===== src/rtl/reroute_pkg.sv =====
// Package: shared types for the adaptive output rerouting unit.
// Assumes: nothing; holds only the controller state encoding.
package reroute_pkg;

    // Controller state: idle, waiting on the target link, waiting on the alternative.
    typedef enum logic [1:0] {
        ST_IDLE      = 2'd0,
        ST_PRIMARY   = 2'd1,
        ST_ALTERNATE = 2'd2
    } rr_state_t;

endpackage


===== src/rtl/reroute_alt_sel.sv =====
// Module: reroute_alt_sel
// Rotates a one-hot link code by one place, so link i maps to link (i+1) mod N.
// Assumes: the input is one-hot or zero; the output is then the same.
module reroute_alt_sel #(
    parameter int N_LINKS = 6
) (
    input  logic [N_LINKS-1:0] tgt,
    output logic [N_LINKS-1:0] alt
);

    // One wire per link, wrapping the highest link back to link 0.
    for (genvar i = 0; i < N_LINKS; i++) begin : g_rot
        assign alt[(i + 1) % N_LINKS] = tgt[i];
    end

endmodule


===== src/rtl/reroute_fsm.sv =====
// Module: reroute_fsm
// Tracks one packet through the target wait, the alternative wait and the final outcome.
// Assumes: upstream holds in_valid and the packet while the unit stalls, and the wait
// settings stay constant while a packet is in flight.
module reroute_fsm
    import reroute_pkg::*;
#(
    parameter int WAIT_W = 8
) (
    input  logic              clk,
    input  logic              rst_n,
    input  logic              in_valid,
    input  logic              link_ok,
    input  logic              link_dead,
    input  logic [WAIT_W-1:0] cfg_wait_pri,
    input  logic [WAIT_W-1:0] cfg_wait_alt,
    output rr_state_t         state,
    output logic              ev_sent,
    output logic              ev_rerouted,
    output logic              ev_dropped
);

    logic [WAIT_W-1:0] cnt, cnt_nxt;
    logic [WAIT_W:0]   cnt_inc;
    rr_state_t         state_nxt;

    assign cnt_inc = {1'b0, cnt} + 1'b1;

    // Next-state and outcome decode for the current offer.
    always_comb begin
        state_nxt   = state;
        cnt_nxt     = cnt;
        ev_sent     = 1'b0;
        ev_rerouted = 1'b0;
        ev_dropped  = 1'b0;
        case (state)
            ST_IDLE: begin
                if (in_valid) begin
                    if (link_ok) begin
                        ev_sent = 1'b1;
                    end else if (link_dead || ({1'b0, cfg_wait_pri} <= 1)) begin
                        state_nxt = ST_ALTERNATE;
                        cnt_nxt   = '0;
                    end else begin
                        state_nxt = ST_PRIMARY;
                        cnt_nxt   = WAIT_W'(1);
                    end
                end
            end
            ST_PRIMARY: begin
                if (!in_valid) begin
                    state_nxt = ST_IDLE;
                end else if (link_ok) begin
                    ev_sent   = 1'b1;
                    state_nxt = ST_IDLE;
                end else if (link_dead || (cnt_inc >= {1'b0, cfg_wait_pri})) begin
                    state_nxt = ST_ALTERNATE;
                    cnt_nxt   = '0;
                end else begin
                    cnt_nxt = cnt_inc[WAIT_W-1:0];
                end
            end
            ST_ALTERNATE: begin
                if (!in_valid) begin
                    state_nxt = ST_IDLE;
                end else if (link_ok) begin
                    ev_rerouted = 1'b1;
                    state_nxt   = ST_IDLE;
                end else if (link_dead || (cnt_inc >= {1'b0, cfg_wait_alt})) begin
                    ev_dropped = 1'b1;
                    state_nxt  = ST_IDLE;
                end else begin
                    cnt_nxt = cnt_inc[WAIT_W-1:0];
                end
            end
            default: state_nxt = ST_IDLE;
        endcase
    end

    // State and refusal counter registers.
    always_ff @(posedge clk) begin
        if (!rst_n) begin
            state <= ST_IDLE;
            cnt   <= '0;
        end else begin
            state <= state_nxt;
            cnt   <= cnt_nxt;
        end
    end

    // never more than one outcome in a cycle.
    a_r9_one_outcome: assert property (@(posedge clk) disable iff (!rst_n)
        $onehot0({ev_sent, ev_rerouted, ev_dropped}));

    // a dropped packet leaves the controller idle.
    a_r6_drop_to_idle: assert property (@(posedge clk) disable iff (!rst_n)
        ev_dropped |=> state == ST_IDLE);

    // the target wait never runs past its window.
    a_r3_primary_bounded: assert property (@(posedge clk) disable iff (!rst_n)
        (state == ST_PRIMARY) |-> ({1'b0, cnt} < {1'b0, cfg_wait_pri}));

endmodule


===== src/rtl/reroute_drop_ctr.sv =====
// Module: reroute_drop_ctr
// Counts dropped packets and holds at all ones instead of wrapping.
// Assumes: the drop pulse lasts one cycle per dropped packet.
module reroute_drop_ctr #(
    parameter int CNT_W = 16
) (
    input  logic             clk,
    input  logic             rst_n,
    input  logic             drop,
    output logic [CNT_W-1:0] count
);

    localparam logic [CNT_W-1:0] CNT_MAX = '1;

    // Saturating increment on each drop.
    always_ff @(posedge clk) begin
        if (!rst_n)                       count <= '0;
        else if (drop && count != CNT_MAX) count <= count + 1'b1;
    end

    // each drop below saturation adds exactly one.
    a_r6_count_step: assert property (@(posedge clk) disable iff (!rst_n)
        (drop && count != CNT_MAX) |=> count == $past(count) + 1'b1);

endmodule


===== src/rtl/adaptive_reroute.sv =====
// Module: adaptive_reroute (top)
// Offers each upstream packet to its one-hot target link. When that link is congested
// or failed, it stalls upstream and moves the packet to the next link clockwise, setting a
// reroute flag. If that link is blocked too, it drops the packet and counts the drop.
// Assumes: upstream holds valid, target and data steady while in_stall is high, and the
// target code is one-hot.
module adaptive_reroute
    import reroute_pkg::*;
#(
    parameter int N_LINKS = 6,
    parameter int DATA_W  = 32,
    parameter int WAIT_W  = 8,
    parameter int CNT_W   = 16
) (
    input  logic               clk,
    input  logic               rst_n,
    input  logic [WAIT_W-1:0]  cfg_wait_pri,
    input  logic [WAIT_W-1:0]  cfg_wait_alt,
    input  logic               in_valid,
    input  logic [N_LINKS-1:0] in_target,
    input  logic [DATA_W-1:0]  in_data,
    output logic               in_stall,
    input  logic [N_LINKS-1:0] link_ready,
    input  logic [N_LINKS-1:0] link_fail,
    output logic [N_LINKS-1:0] out_valid,
    output logic [DATA_W-1:0]  out_data,
    output logic               out_rerouted,
    output logic               res_sent,
    output logic               res_rerouted,
    output logic               res_dropped,
    output logic [CNT_W-1:0]   drop_count
);

    rr_state_t          state;
    logic [N_LINKS-1:0] alt_tgt;
    logic [N_LINKS-1:0] cur_tgt;
    logic               link_ok;
    logic               link_dead;

    reroute_alt_sel #(.N_LINKS(N_LINKS)) u_alt (
        .tgt (in_target),
        .alt (alt_tgt)
    );

    // Select the link being offered and read its status.
    always_comb begin
        cur_tgt   = (state == ST_ALTERNATE) ? alt_tgt : in_target;
        link_ok   = |(cur_tgt & link_ready & ~link_fail);
        link_dead = |(cur_tgt & link_fail);
    end

    reroute_fsm #(.WAIT_W(WAIT_W)) u_fsm (
        .clk          (clk),
        .rst_n        (rst_n),
        .in_valid     (in_valid),
        .link_ok      (link_ok),
        .link_dead    (link_dead),
        .cfg_wait_pri (cfg_wait_pri),
        .cfg_wait_alt (cfg_wait_alt),
        .state        (state),
        .ev_sent      (res_sent),
        .ev_rerouted  (res_rerouted),
        .ev_dropped   (res_dropped)
    );

    reroute_drop_ctr #(.CNT_W(CNT_W)) u_drop (
        .clk   (clk),
        .rst_n (rst_n),
        .drop  (res_dropped),
        .count (drop_count)
    );

    // Drive the link side and the upstream stall.
    always_comb begin
        out_valid    = in_valid ? (cur_tgt & ~link_fail) : '0;
        out_data     = in_data;
        out_rerouted = (state == ST_ALTERNATE);
        in_stall     = in_valid & ~(res_sent | res_rerouted | res_dropped);
    end

    // at most one link sees valid.
    a_r9_single_link: assert property (@(posedge clk) disable iff (!rst_n)
        $onehot0(out_valid));

    // a rerouted outcome goes out flagged on a live link.
    a_r4_flag_on_reroute: assert property (@(posedge clk) disable iff (!rst_n)
        res_rerouted |-> (out_rerouted && (out_valid != '0)));

    // a stalled packet is still offered, unchanged, in the next cycle.
    a_r7_held_while_stalled: assert property (@(posedge clk) disable iff (!rst_n)
        in_stall |=> (in_valid && $stable(in_data) && $stable(in_target)));

endmodule


===== config.mk =====
export PLATFORM = sky130hd
export DESIGN_NAME = adaptive_reroute
export DESIGN_NICKNAME = d
export VERILOG_FILES = /design/src/rtl/reroute_pkg.sv /design/src/rtl/reroute_alt_sel.sv /design/src/rtl/reroute_fsm.sv /design/src/rtl/reroute_drop_ctr.sv /design/src/rtl/adaptive_reroute.sv
export SDC_FILE = /design/constraint.sdc
export NUM_CORES = 1
export LEC_CHECK = 0
export BUFFER_PORTS_ARGS = -buffer_cell sky130_fd_sc_hd__buf_2
export CAP_MARGIN = 20
export CELL_PAD_IN_SITES_DETAIL_PLACEMENT = 0
export CELL_PAD_IN_SITES_GLOBAL_PLACEMENT = 1
export CORE_ASPECT_RATIO = 0.75
export CORE_MARGIN = 3
export CORE_UTILIZATION = 31
export DETAILED_ROUTE_END_ITERATION = 12
export GPL_ROUTABILITY_DRIVEN = 0
export HOLD_SLACK_MARGIN = 0.06
export PLACE_DENSITY = 0.79
export SKIP_CTS_REPAIR_TIMING = 1
export SLEW_MARGIN = 20
export SYNTH_ARGS = -nofsm -noshare
export SYNTH_HDL_FRONTEND = slang
export SYNTH_SLANG_ARGS = --single-unit
export TNS_END_PERCENT = 30

===== constraint.sdc =====
create_clock -name clk -period 3.5 [get_ports clk]
set_input_delay 0.35 -clock clk [delete_from_list [all_inputs] [get_ports clk]]
set_output_delay 0.35 -clock clk [all_outputs]
set_load 0.02 [all_outputs]

# After elaboration in Yosys (flattened, before gate mapping)
# Cells that the tools add are included.
# W data, S select, Z words.
[totals]
latch_bits = 0
regBits = 26
romBits = 0
n_memories = 0
ramBits = 0
word_cells = 70
[op_classes]
n_mul = 0
div_mod_pow = 0
n_lt_le_gt_ge = 3
mux = 30
bitwise = 9
add_sub_neg = 2
n_eq_ne = 12
n_reduce_logical = 11
shifts = 0
[op_table]
columns = ["cell", "n"]
rows = [
  ["$mux W8", 8],
  ["$and A6 B6 Y6", 4],
  ["$pmux W8 S3", 1],
  ["$ge A9 B8 Y1", 2],
  ["$mux W2", 9],
  ["$add A16 B1 Y16 const B", 1],
  ["$ne A16 B16 Y1 const B", 1],
  ["$ne A2 B2 Y1 const B", 7],
  ["$mux W6", 2],
  ["$reduce_or A6 Y1", 2],
  ["$add A8 B1 Y9 const B", 1],
  ["$mux W1", 9],
  ["$le A8 B1 Y1 const B", 1],
  ["$reduce_and A8 Y1", 1],
  ["$not A6 Y6", 1],
  ["$pmux W2 S3", 1],
  ["$ne A4 B2 Y1 const B", 1],
  ["$ne A4 B3 Y1 const B", 1],
  ["$reduce_and A4 Y1", 1],
  ["$logic_or A1 B1 Y1", 3],
  ["$reduce_bool A3 Y1", 1],
  ["$eq A2 B1 Y1 const B", 1],
  ["$eq A2 B2 Y1 const B", 1],
  ["$logic_not A2 Y1", 1],
  ["other kinds (5)", 6],
]

# Longest topological paths before layout
# Gate-level depths: netlist of the first run.
[logic_depth]
depth_word = 12
ltp_mapped = 13
depth_no_buf = 13

# Hierarchy
# A second synthesis of the first run with hierarchy kept.
[unflattened]
cells_unflattened = 315
area_unflattened_um2 = 2548.7
[modules_own_cells]
columns = ["mod", "cells_per_inst", "area_per_inst_um2", "n_inst"]
rows = [
  ["reroute_fsm", 145, 1169.9, 1],
  ["reroute_drop_ctr", 97, 837.1, 1],
  ["adaptive_reroute", 67, 496.7, 1],
  ["reroute_alt_sel", 6, 45.0, 1],
]

# Least setup slack after synthesis of the first run
# No wires, ideal clock.
[synth_timing]
path_kind = "reg-to-reg"
from = "register u_fsm.cnt[0]"
to = "register u_fsm.state[0]"
arrival_ns = 2.923
n_path_buf = 0
stages_incl_launch_ff = 12
setup_slack_ns = 0.505
t_required_ns = 3.428
path_cell_list = "dfxtp_1 > ha_1 > and3_1 > nand3_1 > xnor2_1 > ha_1 > nand3_1 > o311ai_2 > nor3_4 > a2111o_1 > or3_1 > a21oi_1"
[synth_between]
elab_chain_cells = 5
[synth_lines]
columns = ["item", "line_no", "rtl"]
rows = [
  ["from (decl)", "reroute_fsm.sv:23", "logic [WAIT_W-1:0] cnt, cnt_nxt;"],
  ["from (signal assigned)", "reroute_fsm.sv:87", "cnt <= cnt_nxt;"],
  ["$add A8 B1 Y9 (*)", "reroute_fsm.sv:27", "assign cnt_inc = {1'b0, cnt} + 1'b1;"],
  ["$ge A9 B8 Y1, on equally long branches", "reroute_fsm.sv:56, reroute_fsm.sv:69", ""],
  ["$logic_or A1 B1 Y1, on equally long branches", "reroute_fsm.sv:56, reroute_fsm.sv:69", ""],
  ["$ne A4 B3 Y1 (no source line) / $ne A4 B2 Y1 (equally long branches)", "--", ""],
  ["$reduce_and A4 Y1 (no source line) (*)", "--", ""],
  ["to (signal assigned)", "reroute_fsm.sv:86", "state <= state_nxt;"],
  ["to (decl)", "reroute_fsm.sv:17", "output rr_state_t state,"],
]
# Mark *: on every way between the ends. The rest lies on a longest branch, timed or not.
# A chain may end at the register's enable or synchronous reset.

# Worst setup path in the final report of the first run
[layout_timing]
from = "register u_fsm.cnt[0]"
to = "output res_dropped"
[layout_between]
elab_chain_cells = 7
[layout_lines]
columns = ["item", "line_no", "rtl"]
rows = [
  ["$add A8 B1 Y9", "reroute_fsm.sv:27", ""],
  ["$ge A9 B8 Y1", "reroute_fsm.sv:69", "end else if (link_dead || (cnt_inc >= {1'b0, cfg_wait_alt})) begin"],
  ["$logic_or A1 B1 Y1", "reroute_fsm.sv:69", ""],
  ["$mux W1", "reroute_fsm.sv:69", ""],
  ["$mux W1", "reroute_fsm.sv:66", "end else if (link_ok) begin"],
  ["$mux W1", "reroute_fsm.sv:64", "if (!in_valid) begin"],
  ["$mux W1", "reroute_fsm.sv:36", "case (state)"],
  ["to (decl)", "adaptive_reroute.sv:30", "output logic res_dropped,"],
]
# No other way between the ends.

==> impl_metrics.ini, run 1 <==
[clock_network]
cts_sinks = 26
htreeDepth = 1
cts_tree = built
cts.clk_slew.worst_paths_ns = 0.10
cts_root_buf = clkbuf_8
cts_buffers = 3
clk_path_buf_depth = 2
clock_latency_ns = 0.28

[final_layout]
final_cells = 420
mostFrequentLayoutCells = buf_2 (63), inv_1 (30), nor2_1 (23), dfxtp_1 (23), ha_1 (20)
syn2layout_area_growth_pct = 14.0
drive_gt1_frac = 0.301
fill_cells = 764
diodes = 0
final_nets = 413
final_common_cell = buf_2

[global_route]
grt_pass1_wl_um = 9510
grt_overflow = 0
grt_max_degree = 20
grt_pass1_vias = 2040
grt_use_total = 0.130
antenna_found_initial = 0

[logic_synthesis]
ys_seq_elements = 26
yosysWarnings = 0
synth_flop_cell = dfxtp_1
synth_area_sq_mm = 0.00235
ys_seq_area_frac = 0.221
postSynthAreaPerCell_sq_um = 8.26
synth-async-reset-ratio = 0
synth_cell_types = 55
synth-edff-count = 0
postSynthCellCount = 285
synth_nets = 375

[power_and_ir_drop]
power_per_cell_area_mw_per_mm2 = 289
vdd_ir_drop_max_mv = 0.194
total_power_mw = 0.776
p_leak_nw = 1.29

[critical_path]
critPathCaptureType = primary output
path_max_fanout = 6
crit_required_ns = 3.15
path_class = reg -> out
worst_setup_path_start_kind = flip-flop
worst-endpoint-arrival_ns = 2.98

[die]
start_util = 0.332
num_io_pins = 128
die_area_sq_mm = 0.00869
core_sq_mm = 0.00709
die_y_um = 81.5
fp-row-count = 26
die_w_um = 107

[timing]
period_needed_ns = 3.33
final.setup.tns_ns = 0
fmax_ghz = 0.300
hold_violations = 0
setup_slack_ns = 0.170
tightest_slew_ns = 0.612
drv_slew = 0
setup_viol = 0
finClkSkew_ns = 0.0136
slew_headroom = 0.592
period_share = 0.951

[detailed_routing]
drt_iter0_drc = 113
drcViolationCount = 0
ant_nets = 0
wl_per_cell_um = 13.6
dr.pass1.iters = 4
viasPerCell = 5.03
dr_total_vias = 2112
wirelength_um = 5720

[hold_path]
hold_path_class = in -> reg

[placed_design]
place_inst = 411
preCtsSetupSlack_ns = 0.151
post-dp-hpwl_um = 4550
portBuffers = 63

[job]
cap_viol_max_count = 0

[run_status]
status = completed
## layout make-up
type                            instances  area [sq um]  share of cell area
Clock buffer                            3          41.3              0.0154
Clock inverter                          1          30.0              0.0112
Multi-Input combinational cell        191          1480               0.553
Sequential cell                        26           527               0.196
Inverter                               32           120              0.0447
Timing Repair Buffer                   69           360               0.134
Tap cell                               98           123              0.0457
## through the flow
stage / instance area [sq um] / hold slack, ns / util
after floorplan: 2350 / 0.469 / -
after global placement: 2540 / 0.490 / 0.358
after detailed placement: 2540 / 0.497 / 0.358
after CTS: 2610 / 0.441 / 0.368
after global routing: 2690 / 0.466 / 0.379
final: 2690 / 0.440 / 0.379
## synthesized netlist by cell type (2+ instances only)
cell,n,share of area
o22ai_1,3,0.0080
nor2_2,2,0.0053
nor3_1,14,0.030
a21oi_1,8,0.017
o32ai_1,3,0.011
clkinv_1,2,0.0032
or2_2,2,0.0053
a31oi_1,3,0.0080
a211o_1,2,0.0074
mux2i_1,7,0.030
xor2_1,2,0.0074
o21a_1,2,0.0064
o211ai_1,2,0.0064
buf_4,32,0.10
nand2b_1,7,0.019
ha_1,21,0.11
xnor2_1,15,0.056
nand4_1,3,0.0080
nand3_1,8,0.017
nor4b_2,2,0.013
nor2_1,23,0.037
a32o_1,7,0.030
nand2_1,15,0.024
a21o_1,3,0.0096
dfxtp_1,26,0.22
inv_1,30,0.048
o21ai_0,6,0.013
a31o_2,2,0.0074
and3_1,4,0.011
nor3b_1,2,0.0064
clkbuf_1,3,0.0048
## per-layer routing
metal / wire [um] / share of wire / GRT usage / vias up
met5: 0 / 0 / 0 / -
met4: 28 / 0.0049 / 0.0140 / 0
met3: 423 / 0.074 / 0.0291 / 6
met2: 2410 / 0.42 / 0.206 / 78
met1: 2860 / 0.50 / 0.187 / 972
li1: - / - / - / 1056
## power breakdown
part / total [mW] / switching, mW / leakage (nW) / internal (mW)
clock network: 0.255 / 0.102 / 0.0357 / 0.153
logic: 0.214 / 0.124 / 1.04 / 0.0899
registers: 0.308 / 0.00609 / 0.211 / 0.301
## cell families (layout without fill, tap and decap cells)
group                    Yosys count  in the layout  share of synthesized area
flip-flops                        26             26                      0.221
multiplexers                       8              8                     0.0356
adder cells (fa/ha/maj)           21             21                      0.112
buffers and inverters             68            105                      0.163
XOR/XNOR                          17             17                     0.0632
AO/OA/AOI/OAI                     53             53                      0.182
AND/OR/NAND/NOR                   92             92                      0.224
## worst max-delay path, stage by stage (launching register included)
cell and delay [ns]:
dfxtp_4 0.39, ha_2 0.21, and3_1 0.18, nand3_2 0.14, xnor2_2 0.19, ha_1 0.31
a21o_1 0.17, a21oi_1 0.22, o311ai_4 0.17, o311ai_4 0.41, inv_1 0.13, buf_2 0.18
## final timing paths
check	depth (start not counted)	endpoint	from	slack, ns
worst max-delay path	11	res_dropped	u_fsm.cnt[0]	0.17
worst min-delay path	3	u_fsm.cnt[0]	rst_n	0.44
worst max register to register	14	u_fsm.state[0]	u_fsm.cnt[2]	0.18
worst min register to register	1	u_fsm.cnt[1]	u_fsm.cnt[1]	0.49
## state kept, by name (all words and copies together), names as in the netlist
signal / flops
u_fsm.state: 2
u_fsm.cnt: 8
u_drop.count: 16
Note: power is estimated with default switching activity, not from simulation.
==> inputs of run 2 (changes only) <==
ABC_AREA = 1   (was default)
CORE_UTILIZATION = 28   (was 31)
PLACE_DENSITY = 0.76   (was 0.79)
clock period = 3 ns   (was 3.5 ns; I/O delays follow)
==> run 2 against run 1 <==
Combinational power rose to 5.9 times the previous value. Via count rose by 28%. Sequential share of layout area fell by 3.0 points. Register-to-register slack improved by 0.09 ns. Wire length rose by 19%. Worst setup slack got worse by 0.018 ns. Global-route usage fell by 1.2 points. Area after synthesis rose by 18%. Clock power rose by 13%. First-iteration DRC count fell by 18%. Critical endpoint is now in_stall.
==> impl_metrics.ini, run 2 <==
[run_status]
status = completed

[logic_synthesis]
synth-edff-count = 0
synth_cell_types = 32
ys_seq_elements = 26
synth-async-reset-ratio = 0
synth.most_common_cell = nand2_1
synthTopCellsByCount = nand2_1 (111), inv_1 (63), nor2_1 (56)
ys_seq_area_frac = 0.187
synth_flop_cell = dfxtp_1
synth_top_area_frac = 0.187
netlist_top_cells_area = dfxtp_1 (19%), nand2_1 (15%), ha_1 (9.4%), buf_4 (8.9%), nand3_1 (8.8%)
postSynthAreaPerCell_sq_um = 6.20
synth_area_sq_mm = 0.00278
synth_largest_area_cell = dfxtp_1
synth_nets = 539
yosysWarnings = 0
postSynthCellCount = 449

[die]
core_sq_mm = 0.00935
start_util = 0.298
fp-row-count = 30
num_io_pins = 128
die_area_sq_mm = 0.0112
die_w_um = 121
die_y_um = 92.3

[final_layout]
final_common_cell = nand2_1
syn2layout_area_growth_pct = 14.3
drive_gt1_frac = 0.235
mostFrequentLayoutCells = nand2_1 (110), inv_1 (63), buf_2 (62)
fin_area_sq_mm = 0.00318
final_cells = 613
fill_cells = 1011
final_nets = 577
largest-register = u_drop.count
reg_top3 = u_drop.count: 16 flops, u_fsm.cnt: 8 flops, u_fsm.state: 2 flops
largest_reg_flops = 16
diodes = 0

[critical_path]
cp.depth = 16
critPathMostFrequentCell = nand2_1
worst-endpoint-arrival_ns = 2.55
crit_path_max_incr_delay_ns = 0.36
path_class = reg -> out
path_max_fanout = 7
r2r_start = u_fsm.cnt[0]
crit_chain = inv_1 > nor2_2 > or2_2 > nand2_1 > inv_1 > ha_1 > nand2_1 > nor2_1 > nand2_1 > nand3_1 > nand2_1 > nand2_2 > nor2_8 > nor2_4 > nor4_2 > buf_4
worstReg2RegEnd = u_drop.count[1]
critPathCaptureType = primary output
worstSetupStartpoint = u_fsm.cnt[0]
crit_path_end = in_stall
worst_setup_path_start_kind = flip-flop
r2r_setup_slack_ns = 0.27
rr_worst_depth = 17
critPathTopFamily = simple AND/OR/NAND/NOR gates
critPathSlowestCell = dfxtp_4
crit_buf_inv = 3
crit_required_ns = 2.70

[detailed_routing]
drcViolationCount = 0
dr_total_vias = 2702
wl_per_cell_um = 11.1
dr.pass1.iters = 5
viasPerCell = 4.41
ant_nets = 0
drt_iter0_drc = 93
wirelength_um = 6790

[timing]
period_needed_ns = 2.85
fmax_ghz = 0.351
hold_violations = 0
final.setup.tns_ns = 0
period_share = 0.949
tightest_slew_ns = 0.539
drv_slew = 0
slew_headroom = 0.638
setup_slack_ns = 0.152
finClkSkew_ns = 0.00362
setup_viol = 0

[clock_network]
cts.clk_slew.worst_paths_ns = 0.06
clock_latency_ns = 0.26
clk_path_buf_depth = 2
cts_tree = built
cts_root_buf = clkbuf_16
cts_sinks = 26
cts_buffers = 3
htreeDepth = 1

[global_route]
grt_overflow = 0
grt_pass1_wl_um = 11300
grt_max_degree = 18
antenna_found_initial = 0
grt_use_total = 0.119
grt_pass1_vias = 2545

[placed_design]
preCtsSetupSlack_ns = 0.143
post-dp-hpwl_um = 5410
portBuffers = 63
placed_cell_area_sq_mm = 0.00298
place_inst = 603

[hold_path]
hold_path_class = in -> reg

[power_and_ir_drop]
total_power_mw = 2.03
power_per_cell_area_mw_per_mm2 = 639
vdd_ir_drop_max_mv = 0.225
p_leak_nw = 1.62

[job]
cap_viol_max_count = 0
## run 2: cell types whose count changed after synthesis, sizes merged, moves of 8 or more
cell and delta:
inv +38, a21oi +12, xor2 +10, mux2i -8, nand2 +105, nor3 -10
nand3 +42, xnor2 -8, nor2 +35
## run 2: cell families after synthesis
family	after synthesis	synth area share
buffers and inverters	109	0.205
xor gates and xnor gates	19	0.0598
AOI/OAI and AO/OA	28	0.0549
DFF	26	0.187
adders and majority gates	21	0.0944
and+or+nand+nor	246	0.399
## run 2: per-layer routing
metal / vias to the layer above / track usage / wire length, um
met3: 21 / 0.0171 / 398
met2: 66 / 0.186 / 2760
met4: 0 / 0.0358 / 129
met1: 1172 / 0.168 / 3500
met5: - / 0 / 0
li1: 1443 / - / -
## run 2: worst min path at each step
stage | to | from | slack, ns | cells after the start
2_1_floorplan | u_drop.count[0] | rst_n | 0.44 | 2
3_3_place_gp | u_drop.count[15] | u_drop.count[15] | 0.49 | 2
3_5_place_dp | u_fsm.cnt[1] | u_fsm.cnt[1] | 0.50 | 2
4_1_cts | u_fsm.cnt[1] | rst_n | 0.39 | 3
5_1_grt | u_fsm.cnt[3] | rst_n | 0.41 | 3
6_report | u_fsm.cnt[2] | rst_n | 0.39 | 3
## run 2: area by class of cell
cell class,count,area (sq um),area share
inverter,69,264,0.0830
multi-input combinational,314,1760,0.553
tap,128,160,0.0504
sequential,26,529,0.166
clock buffer,3,75.1,0.0236
timing repair buffer,73,393,0.124
## run 2: per-stage QoR
stage	util	hold slack (ns)
4_1_cts	0.327	0.390
5_1_grt	0.340	0.407
3_5_place_dp	0.319	0.501
2_1_floorplan	-	0.436
6_report	0.340	0.388
3_3_place_gp	0.319	0.489
## run 2: worst register-to-register path, stage by stage, from the launching register on
cell and delay (ns):
dfxtp_4 0.36, inv_1 0.12, nor2_2 0.06, or2_2 0.26, nand2_1 0.10, inv_1 0.09, ha_1 0.28, nand2_1 0.06
nor2_1 0.18, nand2_1 0.07, nand3_1 0.08, nand2_1 0.06, nand2_2 0.12, nor2_8 0.05, nor2_4 0.18, nand2_2 0.25
o21ai_0 0.24, nor2_1 0.05
## run 2: power by group
part / internal (mW) / switching, mW
Sequential: 0.412 / 0.0636
Combinational: 0.476 / 0.793
Clock: 0.176 / 0.112
==> inputs of run 3 (changes only) <==
CORE_MARGIN = 4   (was 3)
==> run 3 against run 2 <==
Sequential share of layout area shrank 0.52 points. Global-route usage shrank 0.35 points. First-iteration DRC count grew 16%. Die area grew 3.9%. Flip-flop and latch count is the same. Clock-buffer cell count is the same. Register-to-register slack is essentially flat. Non-clock buffer count grew 8. Fmax shrank 1.1%. Combinational power grew 6%. Worst setup slack lost 0.032 ns. Critical path type unchanged. Highest routed layer unchanged.
==> impl_metrics.ini, run 3 (synthesized netlist as in run 2, its figures left out) <==
[run_status]
status = completed

[power_and_ir_drop]
vdd_ir_drop_max_mv = 0.287
p_comb_frac = 0.606
p_clk_frac = 0.180
p_leak_nw = 1.68
power.share.sequential = 0.215
p_sw_frac = 0.458
internal-power_mw = 1.19
power_per_cell_area_mw_per_mm2 = 669
p_switching_mw = 1.01
total_power_mw = 2.20

[timing]
slew_headroom = 0.611
tightest_slew_ns = 0.579
final.setup.tns_ns = 0
period_share = 0.960
drv_slew = 0
finClkSkew_ns = 0.0130
setup_viol = 0
hold-worst-slack_ns = 0.380
fmax_ghz = 0.347
period_needed_ns = 2.88
hold_violations = 0
setup_slack_ns = 0.120

[placed_design]
preCtsSetupSlack_ns = 0.177
post-dp-hpwl_um = 5580
portBuffers = 63
place_inst = 609

[final_layout]
syn2layout_area_growth_pct = 18.5
final_common_cell = nand2_1
mostFrequentLayoutCells = nand2_1 (109), buf_2 (62), inv_1 (61)
final_nets = 585
drive_gt1_frac = 0.259
diodes = 0
final_cells = 626
reg_top3 = u_drop.count: 16 flops, u_fsm.cnt: 8 flops, u_fsm.state: 2 flops
largest_reg_flops = 16
largest-register = u_drop.count

[detailed_routing]
drt_iter0_drc = 108
dr.pass1.iters = 4
drcViolationCount = 0
viasPerCell = 4.43
met3RoutedLength_um = 451
ant_nets = 0
top_layer = met4
wl_per_cell_um = 11.2
dr_total_vias = 2772
wirelength_um = 7010
drt-met1-wl_um = 3550
met2_length_um = 2970

[critical_path]
path_class = reg -> out
critPathCaptureType = primary output
crit_required_ns = 2.70
path_max_fanout = 7
worst-endpoint-arrival_ns = 2.58
worstSetupStartpoint = u_fsm.cnt[0]
worst_setup_path_start_kind = flip-flop
r2r_start = u_fsm.cnt[0]

[global_route]
grt_use_total = 0.115
grt_pass1_vias = 2440
antenna_found_initial = 0
grt_max_degree = 16
grt_overflow = 0
grt_pass1_wl_um = 11200

[die]
die_area_sq_mm = 0.0116
die_y_um = 94.3
fp-row-count = 31
die_w_um = 123
num_io_pins = 128
start_util = 0.288
core_sq_mm = 0.00966

[job]
cap_viol_max_count = 0

[clock_network]
clock_latency_ns = 0.27
cts.clk_slew.worst_paths_ns = 0.06
cts_sinks = 26
cts_buffers = 3
htreeDepth = 1
cts_root_buf = clkbuf_16
clk_path_buf_depth = 2
cts_tree = built

[hold_path]
holdCritStartpoint = rst_n
hold_path_class = in -> reg
run 3: cell count changes in the layout (fill, tap and decap cells not counted), sizes merged:
cell	delta
buf	+8
bufinv	+1
run 3: worst max-delay path, cell delays in order (launching register included):
cell and delay, ns:
dfxtp_4 0.37, ha_4 0.16, nand3_4 0.10, nor2_4 0.16, xor2_2 0.23, ha_1 0.30
nand2_1 0.07, nand2_1 0.04, nand2_1 0.05, nand2_1 0.05, a21oi_2 0.11, nand2_2 0.10
nor2_8 0.12, nor2_4 0.07, nor4_2 0.21, buf_4 0.18
run 3: metal layers:
layer  global-route usage  up-vias
met1                0.168     1231
li1                     -     1457
met2                0.171       80
met3               0.0234        4
met4               0.0304        0
met5                    0        -
run 3: layout make-up:
class | count | area (sq um)
fill | 1048 | 6360
multi-input combinational | 314 | 1780
sequential | 26 | 532
timing repair buffer | 81 | 453
inverter | 69 | 264
tap | 132 | 165
clock buffer | 3 | 75.1
clock inverter | 1 | 30.0
run 3: path summary, 6_finish.rpt:
path | slack [ns] | endpoint | cells past startpoint
setup / recovery | 0.12 | in_stall | 15
hold / removal | 0.38 | u_fsm.cnt[1] | 3
setup reg to reg | 0.26 | u_fsm.cnt[3] | 19
hold reg to reg | 0.51 | u_drop.count[14] | 2
run 3: power by group through the flow:
stage / combinational, mW / clock [mW] / sequential [mW]
detailed placement: 1.22 / 0 / 0.459
floorplan: 1.04 / 0 / 0.451
global placement: 1.20 / 0 / 0.458
global route: 1.52 / 0.420 / 0.481
finish: 1.34 / 0.396 / 0.474
CTS: 1.22 / 0.402 / 0.451
run 3: through the flow:
step / cell area (sq um) / utilization
3_3_place_gp: 3000 / 0.311
5_1_grt: 3300 / 0.341
6_report: 3300 / 0.341
3_5_place_dp: 3000 / 0.311
2_1_floorplan: 2790 / -
4_1_cts: 3110 / 0.322
